## src/rtl/spi_eep_pkg.sv

```systemverilog
// Shared types and constants for the card identity SPI responder.
// Assumes one 8-bit reply character per SPI byte time.
package spi_eep_pkg;
    typedef enum logic [1:0] {
        LD_BYTE = 2'd0,
        LD_PRES = 2'd1,
        LD_SEL  = 2'd2,
        LD_NONE = 2'd3
    } ld_kind_e;

    localparam int FRAME_BYTES = 4;

    typedef struct packed {
        logic ok;
        logic pos;
    } target_t;
endpackage

```

## src/rtl/spi_eep_sync.sv

```systemverilog
// Brings the SPI pins into the clk domain and detects the edges of the
// serial clock and of the frame select.
// Assumes every SPI half period spans several clk periods.
module spi_eep_sync #(
    parameter int STAGES = 2
) (
    input  logic clk,
    input  logic rst_n,
    input  logic sclk_raw,
    input  logic cs_n_raw,
    input  logic mosi_raw,
    output logic sclk_rise,
    output logic sclk_fall,
    output logic cs_start,
    output logic cs_low,
    output logic mosi_s
);
    localparam logic [2:0] RST_VAL = 3'b010; // {mosi, cs_n, sclk}

    logic [2:0] raw;
    logic [2:0] synced;
    logic       sclk_d;
    logic       cs_n_d;

    assign raw = {mosi_raw, cs_n_raw, sclk_raw};

    for (genvar i = 0; i < 3; i++) begin : gen_chain
        logic [STAGES-1:0] chain;
        // shift each pin through its synchroniser chain
        always_ff @(posedge clk) begin
            if (!rst_n) chain <= {STAGES{RST_VAL[i]}};
            else        chain <= {chain[STAGES-2:0], raw[i]};
        end
        assign synced[i] = chain[STAGES-1];
    end

    // keep the previous synchronised levels for edge detection
    always_ff @(posedge clk) begin
        if (!rst_n) begin
            sclk_d <= 1'b0;
            cs_n_d <= 1'b1;
        end else begin
            sclk_d <= synced[0];
            cs_n_d <= synced[1];
        end
    end

    assign sclk_rise = synced[0] & ~sclk_d;
    assign sclk_fall = ~synced[0] & sclk_d;
    assign cs_start  = ~synced[1] & cs_n_d;
    assign cs_low    = ~synced[1];
    assign mosi_s    = synced[2];
endmodule

```

## src/rtl/spi_eep_shift.sv

```systemverilog
// Mode 0 byte engine: samples the request on rising serial clock edges,
// shifts the reply out on falling edges, and counts bits and bytes.
// Assumes edge strobes are single-cycle and mutually exclusive.
module spi_eep_shift #(
    parameter int W     = 8,
    parameter int FRAME = 4,
    localparam int CW   = $clog2(W),
    localparam int BW   = $clog2(FRAME + 1)
) (
    input  logic          clk,
    input  logic          rst_n,
    input  logic          sclk_rise,
    input  logic          sclk_fall,
    input  logic          cs_start,
    input  logic          cs_low,
    input  logic          mosi,
    input  logic [W-1:0]  tx_first,
    input  logic [W-1:0]  tx_next,
    output logic          miso_bit,
    output logic          rx_done,
    output logic [W-1:0]  rx_byte,
    output logic [BW-1:0] rx_idx,
    output logic [BW-1:0] load_idx
);
    logic [CW-1:0] bit_cnt;
    logic [BW-1:0] byte_cnt;
    logic [W-1:0]  rx_sh;
    logic [W-1:0]  tx_sh;

    // frame sequencing, receive shift and transmit shift
    always_ff @(posedge clk) begin
        if (!rst_n) begin
            bit_cnt  <= '0;
            byte_cnt <= '0;
            rx_sh    <= '0;
            tx_sh    <= '1;
            rx_done  <= 1'b0;
            rx_byte  <= '0;
            rx_idx   <= '0;
        end else begin
            rx_done <= 1'b0;
            if (cs_start) begin
                bit_cnt  <= '0;
                byte_cnt <= '0;
                tx_sh    <= tx_first;
            end else if (!cs_low) begin
                bit_cnt  <= '0;
                byte_cnt <= '0;
                tx_sh    <= '1;
            end else begin
                if (sclk_rise && (byte_cnt < BW'(FRAME))) begin
                    rx_sh <= {rx_sh[W-2:0], mosi};
                    if (bit_cnt == CW'(W - 1)) begin
                        bit_cnt  <= '0;
                        byte_cnt <= byte_cnt + 1'b1;
                        rx_done  <= 1'b1;
                        rx_byte  <= {rx_sh[W-2:0], mosi};
                        rx_idx   <= byte_cnt;
                    end else begin
                        bit_cnt <= bit_cnt + 1'b1;
                    end
                end
                if (sclk_fall) begin
                    if (bit_cnt == '0)
                        tx_sh <= (byte_cnt < BW'(FRAME)) ? tx_next : '1;
                    else
                        tx_sh <= {tx_sh[W-2:0], 1'b1};
                end
            end
        end
    end

    assign miso_bit = tx_sh[W-1];
    assign load_idx = byte_cnt;
endmodule

```

## src/rtl/spi_eep_store.sv

```systemverilog
// Per-position image memories with presence flags and a registered read.
// Assumes writes arrive only between frames (gated by the caller).
module spi_eep_store #(
    parameter int W     = 8,
    parameter int DEPTH = 128,
    parameter int POS   = 2,
    localparam int AW   = $clog2(DEPTH),
    localparam int PW   = (POS > 1) ? $clog2(POS) : 1
) (
    input  logic          clk,
    input  logic          rst_n,
    input  logic          byte_we,
    input  logic          pres_we,
    input  logic [PW-1:0] wr_pos,
    input  logic [AW-1:0] wr_addr,
    input  logic [W-1:0]  wr_data,
    input  logic [PW-1:0] rd_pos,
    input  logic [AW-1:0] rd_addr,
    output logic [W-1:0]  rd_data,
    output logic [POS-1:0] present
);
    logic [W-1:0] rd_all [POS];

    for (genvar p = 0; p < POS; p++) begin : gen_pos
        logic [W-1:0] mem [DEPTH];
        logic [W-1:0] rd_q;
        logic         pres_q;

        // image write port and registered read for this position
        always_ff @(posedge clk) begin
            if (byte_we && (wr_pos == PW'(p))) mem[wr_addr] <= wr_data;
            rd_q <= mem[rd_addr];
        end

        // presence flag for this position
        always_ff @(posedge clk) begin
            if (!rst_n)                                 pres_q <= 1'b0;
            else if (pres_we && (wr_pos == PW'(p)))     pres_q <= wr_data[0];
        end

        assign rd_all[p]  = rd_q;
        assign present[p] = pres_q;
    end

    assign rd_data = rd_all[rd_pos];
endmodule

```

## src/rtl/spi_eep_ctrl.sv

```systemverilog
// Holds the select register, decodes the target by priority, latches it
// per frame, tracks the read address and chooses each reply byte.
// Assumes two card positions and a four-byte frame.
module spi_eep_ctrl
    import spi_eep_pkg::*;
#(
    parameter int W      = 8,
    parameter int AW     = 7,
    parameter int BW     = 3,
    parameter int SEL_HI = 5,
    parameter int SEL_LO = 3
) (
    input  logic          clk,
    input  logic          rst_n,
    input  logic          sel_we,
    input  logic [W-1:0]  sel_wdata,
    input  logic          cs_start,
    input  logic          rx_done,
    input  logic [BW-1:0] rx_idx,
    input  logic [W-1:0]  rx_byte,
    input  logic [BW-1:0] load_idx,
    input  logic [1:0]    present,
    input  logic [W-1:0]  rd_data,
    output logic [W-1:0]  tx_first,
    output logic [W-1:0]  tx_next,
    output logic          rd_pos,
    output logic [AW-1:0] rd_addr,
    output logic          err_pulse,
    output logic [W-1:0]  sel_q,
    output target_t       tgt
);
    target_t pick;
    logic    hit_now;
    logic    unused_hi;

    // priority decode of the two select bits
    always_comb begin
        pick = '0;
        if (sel_q[SEL_HI])      pick = '{ok: 1'b1, pos: 1'b0};
        else if (sel_q[SEL_LO]) pick = '{ok: 1'b1, pos: 1'b1};
    end

    assign hit_now  = pick.ok && present[pick.pos];
    assign tx_first = hit_now ? '0 : '1;
    assign rd_pos   = tgt.pos;
    assign unused_hi = ^rx_byte[W-1:AW];

    // select register written between frames
    always_ff @(posedge clk) begin
        if (!rst_n)      sel_q <= '0;
        else if (sel_we) sel_q <= sel_wdata;
    end

    // latch the target and flag an unusable select at frame start
    always_ff @(posedge clk) begin
        if (!rst_n) begin
            tgt       <= '0;
            err_pulse <= 1'b0;
        end else begin
            err_pulse <= cs_start && !pick.ok;
            if (cs_start) tgt <= '{ok: hit_now, pos: pick.pos};
        end
    end

    // read address: offset on byte 1, next address on byte 2
    always_ff @(posedge clk) begin
        if (!rst_n) rd_addr <= '0;
        else if (rx_done && (rx_idx == BW'(1))) rd_addr <= rx_byte[AW-1:0];
        else if (rx_done && (rx_idx == BW'(2))) rd_addr <= rd_addr + 1'b1;
    end

    // reply byte for the next byte time
    always_comb begin
        case (load_idx)
            BW'(0), BW'(1): tx_next = tgt.ok ? '0 : '1;
            BW'(2), BW'(3): tx_next = tgt.ok ? rd_data : '1;
            default:        tx_next = '1;
        endcase
    end
endmodule

```

## src/rtl/spi_eep_responder.sv

```systemverilog
// Top level of the card identity SPI read responder: synchronisers,
// byte engine, control and image store, plus a load port gated to idle.
// Assumes the SPI clock is at least 16x slower than clk.
module spi_eep_responder
    import spi_eep_pkg::*;
#(
    parameter int DATA_W      = 8,
    parameter int DEPTH       = 128,
    parameter int SYNC_STAGES = 2,
    parameter int SEL_HI_BIT  = 5,
    parameter int SEL_LO_BIT  = 3,
    localparam int AW         = $clog2(DEPTH),
    localparam int BW         = $clog2(FRAME_BYTES + 1)
) (
    input  logic              clk,
    input  logic              rst_n,
    input  logic              spi_sclk,
    input  logic              spi_cs_n,
    input  logic              spi_mosi,
    output logic              spi_miso,
    input  logic              ld_en,
    input  logic [1:0]        ld_kind,
    input  logic              ld_pos,
    input  logic [AW-1:0]     ld_addr,
    input  logic [DATA_W-1:0] ld_data,
    output logic              err_pulse
);
    logic              sclk_rise, sclk_fall, cs_start, cs_low, mosi_s;
    logic              miso_bit, rx_done;
    logic [DATA_W-1:0] rx_byte, tx_first, tx_next, rd_data, sel_q;
    logic [BW-1:0]     rx_idx, load_idx;
    logic [1:0]        present;
    logic              rd_pos;
    logic [AW-1:0]     rd_addr;
    target_t           tgt;
    logic              ld_ok;
    ld_kind_e          kind;

    assign kind  = ld_kind_e'(ld_kind);
    assign ld_ok = ld_en && spi_cs_n && !cs_low;

    spi_eep_sync #(.STAGES(SYNC_STAGES)) u_sync (
        .clk(clk), .rst_n(rst_n),
        .sclk_raw(spi_sclk), .cs_n_raw(spi_cs_n), .mosi_raw(spi_mosi),
        .sclk_rise(sclk_rise), .sclk_fall(sclk_fall),
        .cs_start(cs_start), .cs_low(cs_low), .mosi_s(mosi_s)
    );

    spi_eep_shift #(.W(DATA_W), .FRAME(FRAME_BYTES)) u_shift (
        .clk(clk), .rst_n(rst_n),
        .sclk_rise(sclk_rise), .sclk_fall(sclk_fall),
        .cs_start(cs_start), .cs_low(cs_low), .mosi(mosi_s),
        .tx_first(tx_first), .tx_next(tx_next),
        .miso_bit(miso_bit), .rx_done(rx_done), .rx_byte(rx_byte),
        .rx_idx(rx_idx), .load_idx(load_idx)
    );

    spi_eep_ctrl #(
        .W(DATA_W), .AW(AW), .BW(BW),
        .SEL_HI(SEL_HI_BIT), .SEL_LO(SEL_LO_BIT)
    ) u_ctrl (
        .clk(clk), .rst_n(rst_n),
        .sel_we(ld_ok && (kind == LD_SEL)), .sel_wdata(ld_data),
        .cs_start(cs_start), .rx_done(rx_done), .rx_idx(rx_idx),
        .rx_byte(rx_byte), .load_idx(load_idx), .present(present),
        .rd_data(rd_data), .tx_first(tx_first), .tx_next(tx_next),
        .rd_pos(rd_pos), .rd_addr(rd_addr), .err_pulse(err_pulse),
        .sel_q(sel_q), .tgt(tgt)
    );

    spi_eep_store #(.W(DATA_W), .DEPTH(DEPTH), .POS(2)) u_store (
        .clk(clk), .rst_n(rst_n),
        .byte_we(ld_ok && (kind == LD_BYTE)),
        .pres_we(ld_ok && (kind == LD_PRES)),
        .wr_pos(ld_pos), .wr_addr(ld_addr), .wr_data(ld_data),
        .rd_pos(rd_pos), .rd_addr(rd_addr), .rd_data(rd_data),
        .present(present)
    );

    assign spi_miso = miso_bit | ~cs_low;
endmodule

```

## config.mk

```make
export PLATFORM = sky130hd
export DESIGN_NAME = spi_eep_responder
export DESIGN_NICKNAME = d
export VERILOG_FILES = /design/src/rtl/spi_eep_pkg.sv /design/src/rtl/spi_eep_sync.sv /design/src/rtl/spi_eep_shift.sv /design/src/rtl/spi_eep_store.sv /design/src/rtl/spi_eep_ctrl.sv /design/src/rtl/spi_eep_responder.sv
export SDC_FILE = /design/constraint.sdc
export NUM_CORES = 2
export LEC_CHECK = 0
export ABC_CLOCK_PERIOD_IN_PS = 3200
export BUFFER_PORTS_ARGS = -buffer_cell sky130_fd_sc_hd__buf_2
export CAP_MARGIN = 40
export CORE_MARGIN = 1.5
export CORE_UTILIZATION = 63
export CTS_CLUSTER_DIAMETER = 120
export CTS_CLUSTER_SIZE = 25
export DETAILED_ROUTE_END_ITERATION = 8
export PLACE_DENSITY = 0.79
export SLEW_MARGIN = 0
export SYNTH_ARGS = -nofsm -noshare
export SYNTH_HDL_FRONTEND = slang
export SYNTH_HIERARCHICAL = 1
export SYNTH_SLANG_ARGS = --single-unit
```

## constraint.sdc

```tcl
create_clock -name clk -period 3.2 [get_ports clk]
set_input_delay 0.32 -clock clk [delete_from_list [all_inputs] [get_ports clk]]
set_output_delay 0.32 -clock clk [all_outputs]
set_load 0.05 [all_outputs]
```

== Word-level counts from Yosys, hierarchy flattened ==
Memories as Yosys holds them, arrays and structs flattened. A register that Yosys moved wholly into a read port is not among the register bits.
Index checks and enable logic that the tools add are counted.

* Bits in registers: 57
* RAM bits: 2048
* Input bits: 24
* Memories kept: 2

{| class="wikitable"
|+ Memories
! name !! depth !! width !! read ports !! clocked after memory_dff !! write ports !! RTL line !! text
|-
| u_store.gen_pos[0].mem || 128 || 8 || 1 || 1 || 1 || spi_eep_store.sv:25 || <nowiki>logic [W-1:0] mem [DEPTH];</nowiki>
|-
| u_store.gen_pos[1].mem || 128 || 8 || 1 || 1 || 1 || spi_eep_store.sv:25 ||
|}

* $add $sub $neg: 3
* Order comparisons: 3
* Eq/ne operators: 8
* Muxes and demuxes: 24
* Bitwise logic cells: 12
* Reduce and logical (&&, ||, !) cells: 27

{| class="wikitable"
|+ Operators by type and width
! kind !! number
|-
| $mux 8 || 11
|-
| $pmux 8 s2 || 1
|-
| $logic_and 1x1->1 || 14
|-
| $mux 7 || 2
|-
| $eq 3x2->1 const B || 3
|-
| $add 7x1->7 const B || 1
|-
| $mux 1 || 7
|-
| $not 1->1 || 7
|-
| $add 3x1->3 const B || 2
|-
| $eq 3x1->1 const B || 2
|-
| $logic_not 3->1 || 2
|-
| $mux 2 || 2
|-
| $reduce_and 4->1 || 1
|-
| $reduce_or 2->1 || 2
|-
| $reduce_or 4->1 || 1
|-
| $and 1x1->1 || 3
|-
| $eq 3x3->1 const B || 1
|-
| $lt 3x3->1 const B || 1
|-
| $mux 3 || 1
|-
| $reduce_and 3->1 || 1
|-
| $reduce_bool 3->1 || 1
|-
| $reduce_or 3->1 || 1
|-
| $eq 2x1->1 const B || 1
|-
| $eq 2x2->1 const B || 1
|-
| other kinds (8) || 8
|}

== Longest topological paths before layout ==
* Depth in word-level cells: 11
* Depth in mapped cells: 7
* Depth with buffers taken out: 6

== Hierarchy ==
The synthesis kept the hierarchy.

{| class="wikitable"
|+ Modules (own cells, without submodules)
! module !! times used !! cells an instance !! area an instance (um^2) !! seq. area each (um^2)
|-
| spi_eep_store || 1 || 3257 || 79277.3 || 61859.3
|-
| spi_eep_shift || 1 || 165 || 1542.7 || 660.6
|-
| spi_eep_ctrl || 1 || 111 || 908.4 || 360.3
|-
| spi_eep_sync || 1 || 20 || 232.7 || 160.2
|-
| spi_eep_responder || 1 || 5 || 55.1 || 0.0
|}

== Worst setup path before layout ==
No wires, ideal clock.

* Path kind: reg2reg
* Start point: register u_ctrl.rd_addr[0]
* End point: register u_store.gen_pos[0].rd_q[0], read port of u_store.gen_pos[0].mem
* Arrival: 2746 ps
* Required time: 3079 ps
* Path slack: 333 ps
* Cell stages (with the launch flop): 7
* Buffers on the path: 2
* Path through: dfxtp_1 > buf_2 > clkbuf_1 > mux4_2 > mux4_2 > mux4_2 > mux2_2

{| class="wikitable"
|+ RTL lines
! what !! RTL line !! text
|-
| start, declared || spi_eep_ctrl.sv:27 || <nowiki>output logic [AW-1:0] rd_addr,</nowiki>
|-
| start signal, assigned || spi_eep_ctrl.sv:68 || <nowiki>else if (rx_done && (rx_idx == BW'(1))) rd_addr <= rx_byte[AW-1:0];</nowiki>
|-
| start signal, assigned || spi_eep_ctrl.sv:69 || <nowiki>else if (rx_done && (rx_idx == BW'(2))) rd_addr <= rd_addr + 1'b1;</nowiki>
|-
| end, declared || spi_eep_store.sv:26 || <nowiki>logic [W-1:0] rd_q;</nowiki>
|}

==> reports/summary.json <==
{
  "layout": {
    "final_net_count": 3921,
    "finish.utilization": 0.704,
    "final_layout_size_suffix_gt1_frac": 0.322,
    "layout.cells.non_filler": 5687,
    "layout.cells.most_common": "edfxtp_1",
    "area_growth_from_synthesis_to_final_layout_pct": 10.3,
    "num-fill-cells": 7279,
    "mostFrequentLayoutCells": "edfxtp_1 (2048), mux4_2 (672), buf_4 (365)"
  },
  "setup_path": {
    "critical_path.max_stage_delay_ps": 600,
    "critical_path_class": "register to register",
    "timing.reg2reg.worst_path_depth": 6,
    "worst_setup_path_start_kind": "register",
    "cp_common_cell": "mux4_2",
    "crit_family": "multiplexers",
    "rr_startpoint": "u_ctrl/rd_addr[0]",
    "worstPathArrival_ps": 3800,
    "critical_path.cell_chain": "buf_12 > buf_12 > mux4_2 > mux4_2 > mux4_2 > mux2_2",
    "reg2reg_slack_ps": 30,
    "required_ps": 3830,
    "critical_path.endpoint_type": "register",
    "path_buf_inv": 2,
    "worstSetupStartpoint": "u_ctrl/rd_addr[0]",
    "regToRegEndpoint": "u_store/gen_pos[1].rd_q[4]",
    "crit_path_top_delay_cell": "mux4_2",
    "peak_fanout_along_the_critical_path": 21
  },
  "place": {
    "pre_cts_ws_ps": 31.8,
    "io_buffers": 25,
    "placed_insts": 5513,
    "hpwlAfterDp_um": 117000,
    "gp_routability_congestion": 0.831
  },
  "routing": {
    "drt-wirelength-per-cell_um": 33.4,
    "drt-initial-drc-count": 5942,
    "number_of_design_rule_violations_left_after_detail_routing": 0,
    "antenna_violating_nets_post_route": 0,
    "routed_wl_um": 190000,
    "drt_pre_antenna_iters": 6,
    "route.vias.total": 38800,
    "routed_via_density": 6.82
  },
  "floorplan": {
    "initial_utilization": 0.638,
    "floorplan.die_area_um2": 132000,
    "chip_width_um": 363,
    "io_pins": 26,
    "std_cell_rows": 131,
    "core_area_um2": 128000,
    "height_of_the_die_um": 363
  },
  "cts": {
    "clock_tree_from_tritoncts": "built",
    "h_tree_levels": 3,
    "cts_buffers": 95,
    "clk_path_buf_depth": 3,
    "clock_sinks": 2117,
    "cts.reportedPaths.clkPinSlew_ps": 100,
    "worst_skew_pair.late_latency_ps": 740,
    "clk_root_buffer_cell": "clkbuf_16"
  },
  "worst_hold_path": {
    "path_type_of_the_worst_min_delay_path": "input port to register",
    "hold-path-endpoint": "u_store/gen_pos[1].mem[30][0]",
    "cell_count_of_the_worst_hold_path": 1,
    "min-delay-start": "ld_data[0]"
  },
  "sta": {
    "finalCriticalPeriod_ps": 3170,
    "timing.final.setup_violations": 0,
    "max_slew_margin": 0.390,
    "max_freq_ghz": 0.315,
    "timing.final.hold_violations": 0,
    "layout_worst_path_cycle_share": 0.991,
    "postLayoutSetupSlackWorst_ps": 29.8,
    "skew_ps": 30.1,
    "drv_slew": 0,
    "rsz_0062_raised_after_global_routing": "true",
    "least_margin_pin_slew_ps": 912
  },
  "grt": {
    "grt_antenna_before_repair": 9,
    "via_count_of_the_first_global_routing_pass": 39200,
    "grt_first_pass_wirelength_um": 274000,
    "gr-usage-all-layers": 0.294,
    "grt_max_degree": 145,
    "overflow": 0
  },
  "run": {
    "cap_violations": 0
  },
  "synthesis": {
    "post_syn_instances": 3532,
    "mappedNetlistArea_um2": 81700,
    "synthesis.yosys.warnings": 6,
    "mappedNetlistNets": 3561,
    "synthesis.area_per_instance_um2": 23.1
  },
  "pwr": {
    "static-leakage-power_nw": 26.9,
    "vdd_ir_drop_max_mv": 0.489,
    "cell_area_power_density_nw_per_um2": 497
  },
  "status": {
    "status": "finished clean"
  }
}
-- stage by stage --
stage          power, mW  TNS, ps  hold WS, ps  cell area (um2)
2_1_floorplan       31.0        0          386            81700
3_3_place_gp        31.6        0          398            87200
3_5_place_dp        31.6        0          399            87300
4_1_cts             45.0        0         30.1            90100
5_1_grt             45.9    -1.69         38.5            90200
6_report            44.9        0         60.5            90200
-- repair_timing --
action,CTS,global route
hold endpoints to repair,23,0
resized for setup,0,6
hold buffers,9,0
cloned,0,0
pin swaps,0,0
setup buffers,3,0
endpoints found under the setup margin,2,5
-- metal layers --
metal	vias to the layer above	wire length, um	global-route usage
met3	378	18600	0.0504
met5	-	111	0.00290
met4	14	6530	0.0872
met2	2341	96400	0.485
met1	20500	68500	0.412
li1	15500	-	-
-- report_power, final --
part,total [mW],internal (mW),leakage (nW),switching [mW]
logic,0.672,0.106,6.63,0.567
clock network,13.9,5.79,1.31,8.06
registers,30.3,30.3,19.0,0.00459
-- how the worst max path moves through the flow --
stage | cells after the start | to
3_3_place_gp | 6 | u_store/gen_pos[0].rd_q[6]
3_5_place_dp | 6 | u_store/gen_pos[0].rd_q[7]
6_report | 6 | u_store/gen_pos[1].rd_q[4]
2_1_floorplan | 6 | u_store/gen_pos[0].rd_q[0]
5_1_grt | 6 | u_store/gen_pos[0].rd_q[6]
4_1_cts | 6 | u_store/gen_pos[0].rd_q[6]
-- sequential cells by signal, indices dropped and copies added, names as in the netlist, 6 cells and up --
name                    flops
u_store/gen_pos.mem      2048
u_store/gen_pos.rd_q       16
u_shift/tx_sh               8
u_ctrl/rd_addr              7
u_shift/rx_byte             7
u_shift/rx_sh               6
u_sync/gen_chain.chain      6
-- final cells by class --
type                       instances  area (um2)  area share
clock buffer                     155        2670      0.0296
antenna                            3        7.51   0.0000833
multi-input combinational       1200       17900       0.199
sequential                      2117       62900       0.698
tap                             1729        2160      0.0240
clock inverter                     5        70.1    0.000777
timing repair buffer             472        4440      0.0493
inverter                           6        22.5    0.000250
No activity file was read; power rests on OpenSTA's default activity.
